`src/rtl/sfa_pkg.sv`:
```
package sfa_pkg;
    typedef enum logic [0:0] {
        ST_IDLE    = 1'b0,
        ST_COLLECT = 1'b1
    } sfa_state_e;
endpackage

```
`src/rtl/sfa_ctrl.sv`:
```
module sfa_ctrl
    import sfa_pkg::*;
#(
    parameter int OUT_SIZE = 6,
    parameter int CW       = $clog2(OUT_SIZE + 1),
    parameter int IW       = (OUT_SIZE > 1) ? $clog2(OUT_SIZE) : 1
) (
    input  logic          clk,
    input  logic          rst,
    input  logic          in_valid,
    input  logic          in_sof,
    input  logic          in_eof,
    output logic          wr_en,
    output logic          clr,
    output logic [IW-1:0] wr_idx,
    output logic [CW-1:0] cnt,
    output logic          frame_valid
);
    localparam logic [CW-1:0] MAXC = CW'(OUT_SIZE);

    sfa_state_e state_q, state_d;
    logic start, take, room, done;

    assign start  = in_valid & in_sof;
    assign take   = in_valid & (in_sof | (state_q == ST_COLLECT));
    assign room   = (cnt < MAXC);
    assign done   = take & in_eof;
    assign clr    = start;
    assign wr_en  = start | (take & room);
    assign wr_idx = start ? '0 : cnt[IW-1:0];

    always_comb begin
        state_d = state_q;
        unique case (state_q)
            ST_IDLE: begin
                if (start) state_d = in_eof ? ST_IDLE : ST_COLLECT;
            end
            ST_COLLECT: begin
                if (in_valid && in_eof)      state_d = ST_IDLE;
                else if (start)              state_d = ST_COLLECT;
            end
            default: state_d = ST_IDLE;
        endcase
    end

    // state register
    always_ff @(posedge clk) begin
        if (rst) state_q <= ST_IDLE;
        else     state_q <= state_d;
    end

    // outputs: sample count and completion pulse
    always_ff @(posedge clk) begin
        if (rst) begin
            cnt         <= '0;
            frame_valid <= 1'b0;
        end else begin
            frame_valid <= done;
            if (start)             cnt <= CW'(1);
            else if (take && room) cnt <= cnt + CW'(1);
        end
    end

    a_r1_reset_clear: assert property (@(posedge clk)
        rst |=> (!frame_valid && cnt == '0 && state_q == ST_IDLE));
    a_r6_len_bound: assert property (@(posedge clk) disable iff (rst)
        cnt <= MAXC);
    a_r4_pulse_cause: assert property (@(posedge clk) disable iff (rst)
        frame_valid |-> $past(in_valid && in_eof));
    a_r4_close_pulses: assert property (@(posedge clk) disable iff (rst)
        (state_q == ST_COLLECT && in_valid && in_eof) |=> frame_valid);
    a_r11_single_frame: assert property (@(posedge clk) disable iff (rst)
        (in_valid && in_sof && in_eof) |=> (frame_valid && cnt == CW'(1)));
    a_r10_restart: assert property (@(posedge clk) disable iff (rst)
        (state_q == ST_COLLECT && in_valid && in_sof && !in_eof)
        |=> (state_q == ST_COLLECT && cnt == CW'(1)));
    a_r2_idle_count: assert property (@(posedge clk) disable iff (rst)
        !in_valid |=> $stable(cnt));
endmodule

```
`src/rtl/sfa_buffer.sv`:
```
module sfa_buffer #(
    parameter int DW       = 8,
    parameter int NVAL     = 3,
    parameter int OUT_SIZE = 6,
    parameter int IW       = (OUT_SIZE > 1) ? $clog2(OUT_SIZE) : 1
) (
    input  logic                         clk,
    input  logic                         rst,
    input  logic                         clr,
    input  logic                         wr_en,
    input  logic [IW-1:0]                wr_idx,
    input  logic [NVAL*DW-1:0]           din,
    output logic [OUT_SIZE*NVAL*DW-1:0]  mem
);
    localparam int SW = NVAL * DW;

    for (genvar s = 0; s < OUT_SIZE; s++) begin : g_slot
        always_ff @(posedge clk) begin
            if (rst) begin
                mem[s*SW +: SW] <= '0;
            end else if (wr_en && wr_idx == IW'(s)) begin
                mem[s*SW +: SW] <= din;
            end else if (clr) begin
                mem[s*SW +: SW] <= '0;
            end
        end
    end

    a_r2_buffer_hold: assert property (@(posedge clk) disable iff (rst)
        (!wr_en && !clr) |=> $stable(mem));
    a_r5_clear_tail: assert property (@(posedge clk) disable iff (rst)
        clr |=> (mem[OUT_SIZE*SW-1:SW] == '0) || (OUT_SIZE == 1));
endmodule

```
`src/rtl/sfa_order.sv`:
```
module sfa_order #(
    parameter int DW       = 8,
    parameter int NVAL     = 3,
    parameter int OUT_SIZE = 6,
    parameter bit GROUPED  = 1'b0
) (
    input  logic [OUT_SIZE*NVAL*DW-1:0] mem,
    output logic [OUT_SIZE*NVAL*DW-1:0] frame
);
    for (genvar s = 0; s < OUT_SIZE; s++) begin : g_s
        for (genvar c = 0; c < NVAL; c++) begin : g_c
            localparam int SRC = s * NVAL + c;
            localparam int DST = GROUPED ? (c * OUT_SIZE + s) : SRC;
            assign frame[DST*DW +: DW] = mem[SRC*DW +: DW];
        end
    end
endmodule

```
`src/rtl/stream_frame_assembler.sv`:
```
module stream_frame_assembler #(
    parameter int DW       = 8,
    parameter int NVAL     = 3,
    parameter int OUT_SIZE = 6,
    parameter bit GROUPED  = 1'b0,
    localparam int CW      = $clog2(OUT_SIZE + 1),
    localparam int IW      = (OUT_SIZE > 1) ? $clog2(OUT_SIZE) : 1,
    localparam int FW      = OUT_SIZE * NVAL * DW
) (
    input  logic               clk,
    input  logic               rst,
    input  logic [NVAL*DW-1:0] in_data,
    input  logic               in_sof,
    input  logic               in_eof,
    input  logic               in_valid,
    output logic [FW-1:0]      frame_out,
    output logic               frame_valid,
    output logic [CW-1:0]      frame_len
);
    logic          wr_en, clr;
    logic [IW-1:0] wr_idx;
    logic [FW-1:0] mem;

    sfa_ctrl #(.OUT_SIZE(OUT_SIZE), .CW(CW), .IW(IW)) u_ctrl (
        .clk(clk), .rst(rst), .in_valid(in_valid), .in_sof(in_sof),
        .in_eof(in_eof), .wr_en(wr_en), .clr(clr), .wr_idx(wr_idx),
        .cnt(frame_len), .frame_valid(frame_valid)
    );

    sfa_buffer #(.DW(DW), .NVAL(NVAL), .OUT_SIZE(OUT_SIZE), .IW(IW)) u_buf (
        .clk(clk), .rst(rst), .clr(clr), .wr_en(wr_en), .wr_idx(wr_idx),
        .din(in_data), .mem(mem)
    );

    sfa_order #(.DW(DW), .NVAL(NVAL), .OUT_SIZE(OUT_SIZE), .GROUPED(GROUPED)) u_order (
        .mem(mem), .frame(frame_out)
    );

    a_r7_pulse_len: assert property (@(posedge clk) disable iff (rst)
        frame_valid |-> (frame_len != '0));
endmodule

```
`config.mk`:
```
export PLATFORM = sky130hd
export DESIGN_NAME = stream_frame_assembler
export DESIGN_NICKNAME = d
export VERILOG_FILES = /design/src/rtl/sfa_pkg.sv /design/src/rtl/sfa_ctrl.sv /design/src/rtl/sfa_buffer.sv /design/src/rtl/sfa_order.sv /design/src/rtl/stream_frame_assembler.sv
export SDC_FILE = /design/constraint.sdc
export NUM_CORES = 1
export LEC_CHECK = 0
export BUFFER_PORTS_ARGS = -buffer_cell sky130_fd_sc_hd__buf_2
export CAP_MARGIN = 20
export CORE_ASPECT_RATIO = 1.2
export CORE_UTILIZATION = 47
export CTS_CLUSTER_SIZE = 14
export DETAILED_ROUTE_END_ITERATION = 16
export HOLD_SLACK_MARGIN = 0.02
export PLACE_DENSITY = 0.72
export SLEW_MARGIN = 20
export SYNTH_ARGS = -nofsm -noshare
export SYNTH_HDL_FRONTEND = slang
export SYNTH_SLANG_ARGS = --single-unit
```
`constraint.sdc`:
```
create_clock -name clk -period 1.3 [get_ports clk]
set_input_delay 0.065 -clock clk [delete_from_list [all_inputs] [get_ports clk]]
set_output_delay 0.065 -clock clk [all_outputs]
set_load 0.005 [all_outputs]
```
## After elaboration in Yosys (flattened, before gate mapping)

Index checks and enable logic that the tools add are counted.

| word-level totals | value |
|---|---|
| flip-flop bits (word level) | 149 |
| input port bits | 29 |
| output and inout port bits | 148 |
| logic and storage cells | 55 |

| cells by class | value |
|---|---|
| add/sub/neg operators | 1 |
| $lt $le $gt $ge | 1 |
| equality and inequality tests | 5 |
| mux-type cells | 14 |
| bitwise logic cells | 7 |
| reductions and logical operators | 17 |

Operators with widths:

| kind | count |
|---|---|
| 24-bit two-way mux | 7 |
| 2-bit nonzero test | 7 |
| 1-bit logical AND | 8 |
| 3-bit by 2-bit equality test with 1-bit output, second input constant | 2 |
| 3-bit equality test, second input constant | 2 |
| 1-bit two-way mux | 5 |
| 1-bit bitwise AND | 4 |
| 3-bit by 1-bit adder with 3-bit output, second input constant | 1 |
| 3-bit by 1-bit equality test with 1-bit output, second input constant | 1 |
| 3-bit zero test | 1 |
| 3-bit < comparator, second input constant | 1 |
| 3-bit two-way mux | 1 |
| 1-bit bitwise OR | 2 |
| 1-bit one-hot mux with 2 select lines | 1 |
| 2-bit OR reduction | 1 |
| 1-bit NOT | 1 |

## Longest topological paths before layout

Gate-level depths: netlist of run 1.

| depth | value |
|---|---|
| word-level depth | 6 |
| mapped depth | 6 |
| depth with buffers taken out | 3 |

## Modules after synthesis

From an unflattened synthesis of run 1, not the netlist that was laid out.

| second synthesis, totals | value |
|---|---|
| cell total of the unflattened synthesis | 687 |
| area, all modules | 7389.6 µm² |

Modules (own cells, without submodules):

| module | times used | cells each | area each (µm²) | sequential area each (µm²) |
|---|---|---|---|---|
| sfa_buffer | 1 | 514 | 6060.8 | 2882.8 |
| sfa_order | 1 | 144 | 1081.0 | 0.0 |
| sfa_ctrl | 1 | 29 | 247.7 | 100.1 |

## Least setup slack after synthesis of run 1

OpenSTA, ideal clock, no wires.

| timing | value |
|---|---|
| path type | flip-flop to flip-flop |
| start point | reg u_ctrl.cnt[0] |
| end point | reg u_buf.mem[143] |
| setup time | 0.072 ns |
| data arrival time | 1.325 ns |
| data required time | 1.228 ns |
| path slack | -0.097 ns |
| stages on the path, launching flop included | 6 |
| path buffers | 2 |
| period minus slack after synthesis | 1.397 ns |
| cells stage by stage | dfxtp_1 nor2b_1 and4_1 buf_4 buf_6 mux2i_1 |

| between the ends | value |
|---|---|
| cells in the longest elaborated chain, start to end | 5 |
| elaborated cells between the ends (all ways) | 8 |
| classes of those cells | order compare: 1; eq/ne: 1; mux: 2; bitwise: 2; reduce/logical: 2 |

Ends and longest elaborated chain:

| what | line | source |
|---|---|---|
| start, declared | sfa_ctrl.sv:16 | `output logic [CW-1:0] cnt,` |
| start signal, assigned | sfa_ctrl.sv:60 | `else if (take && room) cnt <= cnt + CW'(1);` |
| 3-bit < comparator | sfa_ctrl.sv:26 | `assign room = (cnt < MAXC);` |
| 1-bit bitwise AND | sfa_ctrl.sv:29 | `assign wr_en = start \| (take & room);` |
| 1-bit bitwise OR | sfa_ctrl.sv:29 |  |
| 1-bit logical AND (*) | sfa_buffer.sv:21 | `end else if (wr_en && wr_idx == IW'(s)) begin` |
| 24-bit two-way mux or 2-bit nonzero test (tied branches) | -- |  |
| end signal, assigned by index | sfa_buffer.sv:22 | `mem[s*SW +: SW] <= din;` |
| end, declared | sfa_buffer.sv:13 | `output logic [OUT_SIZE*NVAL*DW-1:0] mem` |

Every way passes the cells marked *; elsewhere a longest branch is shown, timed or not.
A chain may end at the register's enable or synchronous reset.

## Final worst setup path of run 1

| timing | value |
|---|---|
| start point | reg u_ctrl.cnt[2] |
| end point | reg u_buf.mem[23] |

The elaborated chain is that of the path after synthesis.

==> impl_metrics.json, run 1 <==
{
  "boundaryPins": 177,
  "tightest_slew_ps": 1074,
  "critPathCaptureType": "register",
  "cts_tree": "built",
  "cap_violations": 0,
  "synth-seq-cells": 149,
  "die_area_um2": 13620,
  "h-tree-depth": 4,
  "power.internal_mw": 7.548,
  "seq_area_frac_synth_pct": 48.25,
  "cts.sinks": 149,
  "layout_min_cycle_time_ps": 1445,
  "dieWidth_um": 106.7,
  "path_max_fanout": 16,
  "antenna_found_initial": 0,
  "worstPathArrival_ps": 1740,
  "power_density_nw_per_um2": 1170,
  "yosys_warnings": 0,
  "met3_usage_pct": 3.929,
  "grtUsageMet2_pct": 42.13,
  "core_region_area_um2": 12720,
  "postRouteAntennaNets": 0,
  "clockRootBuffer": "clkbuf_16",
  "power.switching_mw": 2.635,
  "grt_pass1_wl_um": 27010,
  "critPathKind": "reg2reg",
  "required_ps": 1600,
  "drc_errors": 0,
  "hold_slack_ps": 162.6,
  "slew_headroom_pct": 28.10,
  "finalCritPeriodShare_pct": 111.1,
  "clk_path_buf_depth": 2,
  "synth_async_sr_flop_share_pct": 0,
  "die_height_um": 127.6,
  "clk_latency_ps": 420,
  "numCtsBuffers": 17,
  "status": "finished, violations left",
  "busiest_layer": "met2",
  "syn_to_final_growth_pct": 40.82,
  "firstDrtPassIters": 5,
  "routedWlPerCell_um": 18.24,
  "vias": 5608,
  "routed_wl_um": 18490,
  "ir_drop_v": 0.0007391,
  "grt_pass1_vias": 5170,
  "synth-edff-count": 0,
  "grt_max_degree": 50,
  "num_rows": 45,
  "max_freq_ghz": 0.6923,
  "layout_common_cells": "176 x buf_2, 145 x dfxtp_1, 122 x nand2_1",
  "gp_congestion": 0.8103,
  "grt_overflow_total": 0,
  "grt_setup_unrepaired": "true",
  "ys_types": 35,
  "start_util_pct": 48.58,
  "cp-start-kind": "register",
  "maxSlewViolCount": 0,
  "power_frac_clock_pct": 45.8,
  "hpwlAfterDp_um": 11480,
  "pwr-share-comb_pct": 8.1,
  "setup_viol": 120,
  "diodes": 0,
  "final_common_cell": "buf_2",
  "syn_inst": 620,
  "drive_above_1_share_pct": 32.82,
  "syn_avg_cell_area_um2": 9.971,
  "synth_nets": 650,
  "fin_ws_ps": -144.6,
  "ys.flop_type": "dfxtp_1",
  "p_seq_share_pct": 46.1,
  "hold_viol_final": 0,
  "violations": "setup timing",
  "layout.nets": 867,
  "io_buffers": 176,
  "fin_skew_ps": 11.16,
  "clk_pin_slew_ps": 70,
  "place_inst": 937,
  "cellLeakagePower_nw": 4.202,
  "p_sw_share_pct": 25.87,
  "grt_usage_pct": 25.47,
  "met1_usage_pct": 32.94,
  "vias_per_cell": 5.531,
  "hold_path_class": "in2reg",
  "fin_cells": 1014,
  "drt-initial-drc-count": 343,
  "syn_area_um2": 6182
}
metrics by stage:
| stage | setup slack, ps | instance area, um^2 | TNS [ps] | power, mW | util (%) |
|---|---|---|---|---|---|
| floorplan | -36.41 | 6220 | -730.0 | 5.167 | - |
| global placement | -67.00 | 7437 | -1482 | 5.473 | 58.45 |
| detailed placement | -138.9 | 7437 | -4685 | 5.504 | 58.45 |
| CTS | -115.4 | 8519 | -6018 | 10.18 | 66.95 |
| global route | -192.5 | 8706 | -13850 | 10.51 | 68.42 |
| finish | -144.6 | 8706 | -8787 | 10.18 | 68.42 |
state kept, by name, indices dropped and copies added (netlist names):
signal	count
u_buf.mem	144
u_ctrl.state_q	1
u_ctrl.cnt	3
u_ctrl.frame_valid	1
timing repair:
action                                  4_1_cts  5_1_grt
gates resized for setup                      18       18
hold endpoints to repair                     26        0
setup buffers                                 7        3
endpoints found under the setup margin       95      122
hold buffers                                 25        0
pin swaps                                     2       16
gates cloned                                  6        7
cell type report:
| cell class | count | area, um^2 |
|---|---|---|
| Timing Repair Buffer | 255 | 1961 |
| Clock inverter | 14 | 138.9 |
| Tap cell | 164 | 205.2 |
| Clock buffer | 18 | 429.2 |
| Multi-Input combinational cell | 413 | 2975 |
| Inverter | 1 | 3.754 |
| Sequential cell | 149 | 2993 |
| Fill cell | 991 | 4019 |
critical path: stages, from the launching register on:
cell and delay (ps):
dfxtp_4 340, buf_6 120, nor4b_4 330, buf_12 190, nor4_1 60, a311o_1 280
cell usage after synthesis (all sizes together), types with 3 or more instances:
cell    number  area [um^2]
dfxtp      149         2983
nand2      123        464.2
mux2i      120         1201
buf         30        190.2
clkbuf      27        101.4
nand2b      25        156.4
nor3b       24        180.2
a31oi       23        143.9
nand3       23        115.1
nand4b      23        201.4
or4b        23        230.2
a21oi        4        20.02
nor2b        3        18.77
power groups by stage:
| stage | Sequential, mW | Clock (mW) | Combinational, mW |
|---|---|---|---|
| final | 4.69 | 4.67 | 0.826 |
| after global routing | 4.69 | 4.93 | 0.886 |
| after CTS | 4.69 | 4.71 | 0.785 |
| after detailed placement | 4.79 | 0 | 0.714 |
| after global placement | 4.79 | 0 | 0.687 |
| after floorplan | 4.79 | 0 | 0.379 |
kinds of logic (layout without fill, tap and decap cells):
| family | after synthesis | count (layout) | synth area share, % |
|---|---|---|---|
| adders and majority gates | 1 | 1 | 0.2024 |
| AOI/OAI and AO/OA | 34 | 34 | 3.481 |
| buffers and inverters | 58 | 288 | 4.776 |
| and+or+nand+nor | 258 | 258 | 23.86 |
| DFF | 149 | 149 | 48.25 |
| muxes | 120 | 120 | 19.43 |
layer usage:
metal | share of wire, % | up-vias
met2 | 51 | 204
met5 | 0 | -
met1 | 42 | 2745
met3 | 5.0 | 23
li1 | - | 2636
met4 | 2.2 | 0
path summary, 6_finish.rpt:
check        slack, ps             end  cells past startpoint           start
min                160   u_buf.mem[17]                      4          in_sof
max reg2reg       -140   u_buf.mem[23]                      5   u_ctrl.cnt[2]
max               -140   u_buf.mem[23]                      5   u_ctrl.cnt[2]
min reg2reg        460  u_buf.mem[143]                      2  u_buf.mem[143]
Note: power is estimated with default switching activity, not from simulation.
==> run 2, diff against run 1 <==
- CORE_UTILIZATION: 47 -> 49
- PLACE_DENSITY: 0.72 -> 0.73
- SYNTH_HIERARCHICAL: not set -> 1
==> run 2 against run 1 <==
  * The run still ends with setup timing left
  * Sequential power about the same
  * Worst setup slack got worse by 160 ps
  * Clock power increased by 10%
  * Sequential cell count unchanged
  * Critical path depth unchanged
  * Clock-buffer cell count increased by 2
  * Maximum frequency decreased by 9.9%
  * Non-clock buffer count decreased by 29
  * Global-route usage decreased by 3.0 points
  * Critical path type unchanged
  * Largest power group is now clock
==> impl_metrics.json, run 2 <==
{
  "maxSlewViolCount": 0,
  "layout_common_cells": "175 x buf_2, 147 x dfxtp_1, 144 x mux2i_1",
  "boundaryPins": 177,
  "synth_async_sr_flop_share_pct": 0,
  "postRouteAntennaNets": 0,
  "synth_top_area_share_pct": 40.37,
  "clockRootBuffer": "clkbuf_16",
  "syn_area_um2": 7390,
  "grt_usage_pct": 22.49,
  "vias_per_cell": 5.086,
  "reg2reg_to": "u_buf/mem[21]",
  "syn_inst": 687,
  "gp_congestion": 0.8245,
  "drc_errors": 0,
  "hold_slack_ps": 59.04,
  "numCtsBuffers": 17,
  "vias": 4832,
  "die_area_um2": 15580,
  "syn_to_final_growth_pct": 15.93,
  "num_rows": 48,
  "start_util_pct": 50.84,
  "yosys_warnings": 6,
  "violations": "setup timing",
  "top_regs": "u_buf/mem: 144 flops, u_ctrl/cnt: 3 flops",
  "hold_path_class": "in2reg",
  "power.internal_mw": 8.269,
  "cellLeakagePower_nw": 4.399,
  "die_height_um": 136.5,
  "tns_ps": -24820,
  "power_density_nw_per_um2": 1250,
  "max_freq_ghz": 0.6238,
  "worst_hold_path.endpoint": "u_ctrl/cnt[1]",
  "pwr-share-comb_pct": 7.9,
  "synth-seq-cells": 149,
  "critPathCaptureType": "register",
  "power_frac_clock_pct": 48.1,
  "worstPathArrival_ps": 1900,
  "grt_pass1_wl_um": 26460,
  "hold_viol_final": 0,
  "power.switching_mw": 2.437,
  "routed_wl_um": 17830,
  "finalCritPeriodShare_pct": 123.3,
  "p_seq_share_pct": 44.0,
  "largest_register_ff_count": 144,
  "grt_max_degree": 72,
  "path_max_fanout": 10,
  "r2r-start": "u_ctrl/cnt[1]",
  "io_buffers": 176,
  "grt_setup_unrepaired": "true",
  "clk_path_buf_depth": 2,
  "multi_input_area_um2": 3112,
  "grt_overflow_total": 0,
  "final_common_cell": "buf_2",
  "layout_min_cycle_time_ps": 1603,
  "synth_nets": 717,
  "tightest_slew_ps": 399.4,
  "fillers": 1230,
  "synth_largest_area_cell": "dfxtp_1",
  "h-tree-depth": 4,
  "cts_tree": "built",
  "synth_area_leaders": "dfxtp_1 40%, mux2i_1 20%, or3b_2 15%",
  "synth_commonest_cells": "149 x dfxtp_1, 144 x buf_4, 144 x mux2i_1",
  "synth-edff-count": 0,
  "drt-initial-drc-count": 201,
  "critPathKind": "reg2reg",
  "top_register": "u_buf/mem",
  "cts.sinks": 149,
  "seq_area_frac_synth_pct": 40.37,
  "cp-start-kind": "register",
  "holdCritStartpoint": "in_sof",
  "post-route-util_pct": 58.94,
  "setup_viol": 144,
  "hold_depth": 4,
  "synth_most_common_cell": "dfxtp_1",
  "fin_skew_ps": 7.917,
  "routedWlPerCell_um": 18.76,
  "seqCellArea_um2": 2985,
  "antenna_found_initial": 1,
  "drive_above_1_share_pct": 51.54,
  "ir_drop_v": 0.0007922,
  "dieWidth_um": 114.1,
  "p_sw_share_pct": 22.77,
  "layout.nets": 766,
  "core_region_area_um2": 14530,
  "hpwlAfterDp_um": 11400,
  "status": "finished, violations left",
  "grt_pass1_vias": 4846,
  "r2r_setup_slack_ps": -300,
  "syn_avg_cell_area_um2": 10.76,
  "cap_violations": 0,
  "slew_headroom_pct": 73.37,
  "required_ps": 1590,
  "firstDrtPassIters": 4,
  "ys_types": 29,
  "clk_pin_slew_ps": 60,
  "r2r_cells": 5,
  "clk_latency_ps": 430,
  "fin_ws_ps": -303.1,
  "ys.flop_type": "dfxtp_1"
}
==> run 2: repair_timing <==
item	CTS	global route
cloned	2	7
gates resized for setup	6	14
setup buffers	2	2
hold endpoints to repair	3	0
hold buffers	4	0
setup endpoints to repair	144	144
pin swaps	0	1
==> run 2: how the worst max path moves through the flow <==
| stage | slack [ps] | to | from |
|---|---|---|---|
| floorplan | -350 | u_buf/mem[22] | u_ctrl/cnt[1] |
| global placement | -250 | u_buf/mem[8] | u_ctrl/cnt[1] |
| detailed placement | -280 | u_buf/mem[4] | u_ctrl/cnt[1] |
| CTS | -300 | u_buf/mem[21] | u_ctrl/cnt[1] |
| global route | -360 | u_buf/mem[9] | u_ctrl/cnt[1] |
| finish | -300 | u_buf/mem[21] | u_ctrl/cnt[1] |
==> run 2: final cells by class <==
class                   count  area share, %
well taps                 200          2.921
repair buffers            226          18.64
clock buffers              20          5.097
multi-input cells         341          36.32
inverters                   1        0.05842
flip-flops and latches    149          34.85
clock inverters            12          2.089
diodes                      1        0.02921
==> run 2: per-layer routing <==
metal | vias up | wire length, um | GRT usage [%]
met5 | - | 0 | 0
met4 | 0 | 391 | 10.10
met3 | 28 | 1102 | 6.466
met2 | 164 | 8829 | 38.62
met1 | 2315 | 7503 | 25.88
li1 | 2325 | - | -
==> run 2: kinds of logic after synthesis <==
logic type                 after synthesis  share of synthesized area [%]
buffers and inverters                  197                          18.24
and+or+nand+nor                        185                          20.81
DFF                                    149                          40.37
muxes                                  144                          19.51
AOI/OAI and AO/OA                       11                         0.9144
adders and majority gates                1                         0.1693
==> run 2: metrics by stage <==
stage | std cells | power, mW | cell area [um^2] | setup slack, ps
final | 950 | 10.71 | 8567 | -303.1
after global routing | 949 | 11.02 | 8564 | -356.0
after CTS | 940 | 10.74 | 8364 | -297.8
after detailed placement | 900 | 5.591 | 7610 | -281.9
after global placement | 900 | 5.567 | 7610 | -248.1
after floorplan | 687 | 5.367 | 7531 | -349.1
==> run 2: critical path, stage by stage (launching register included) <==
cell and delay [ps]:
dfxtp_2 320, and2_4 160, o21ai_4 150, or4b_4 530, buf_12 180, mux2i_1 130
==> run 2: power by group through the flow <==
stage               sequential [mW]  clock [mW]  combinational (mW)
floorplan                      4.79           0               0.575
global placement               4.80           0               0.764
detailed placement             4.80           0               0.787
CTS                            4.71        5.22               0.812
global route                   4.72        5.40               0.903
finish                         4.71        5.15               0.844
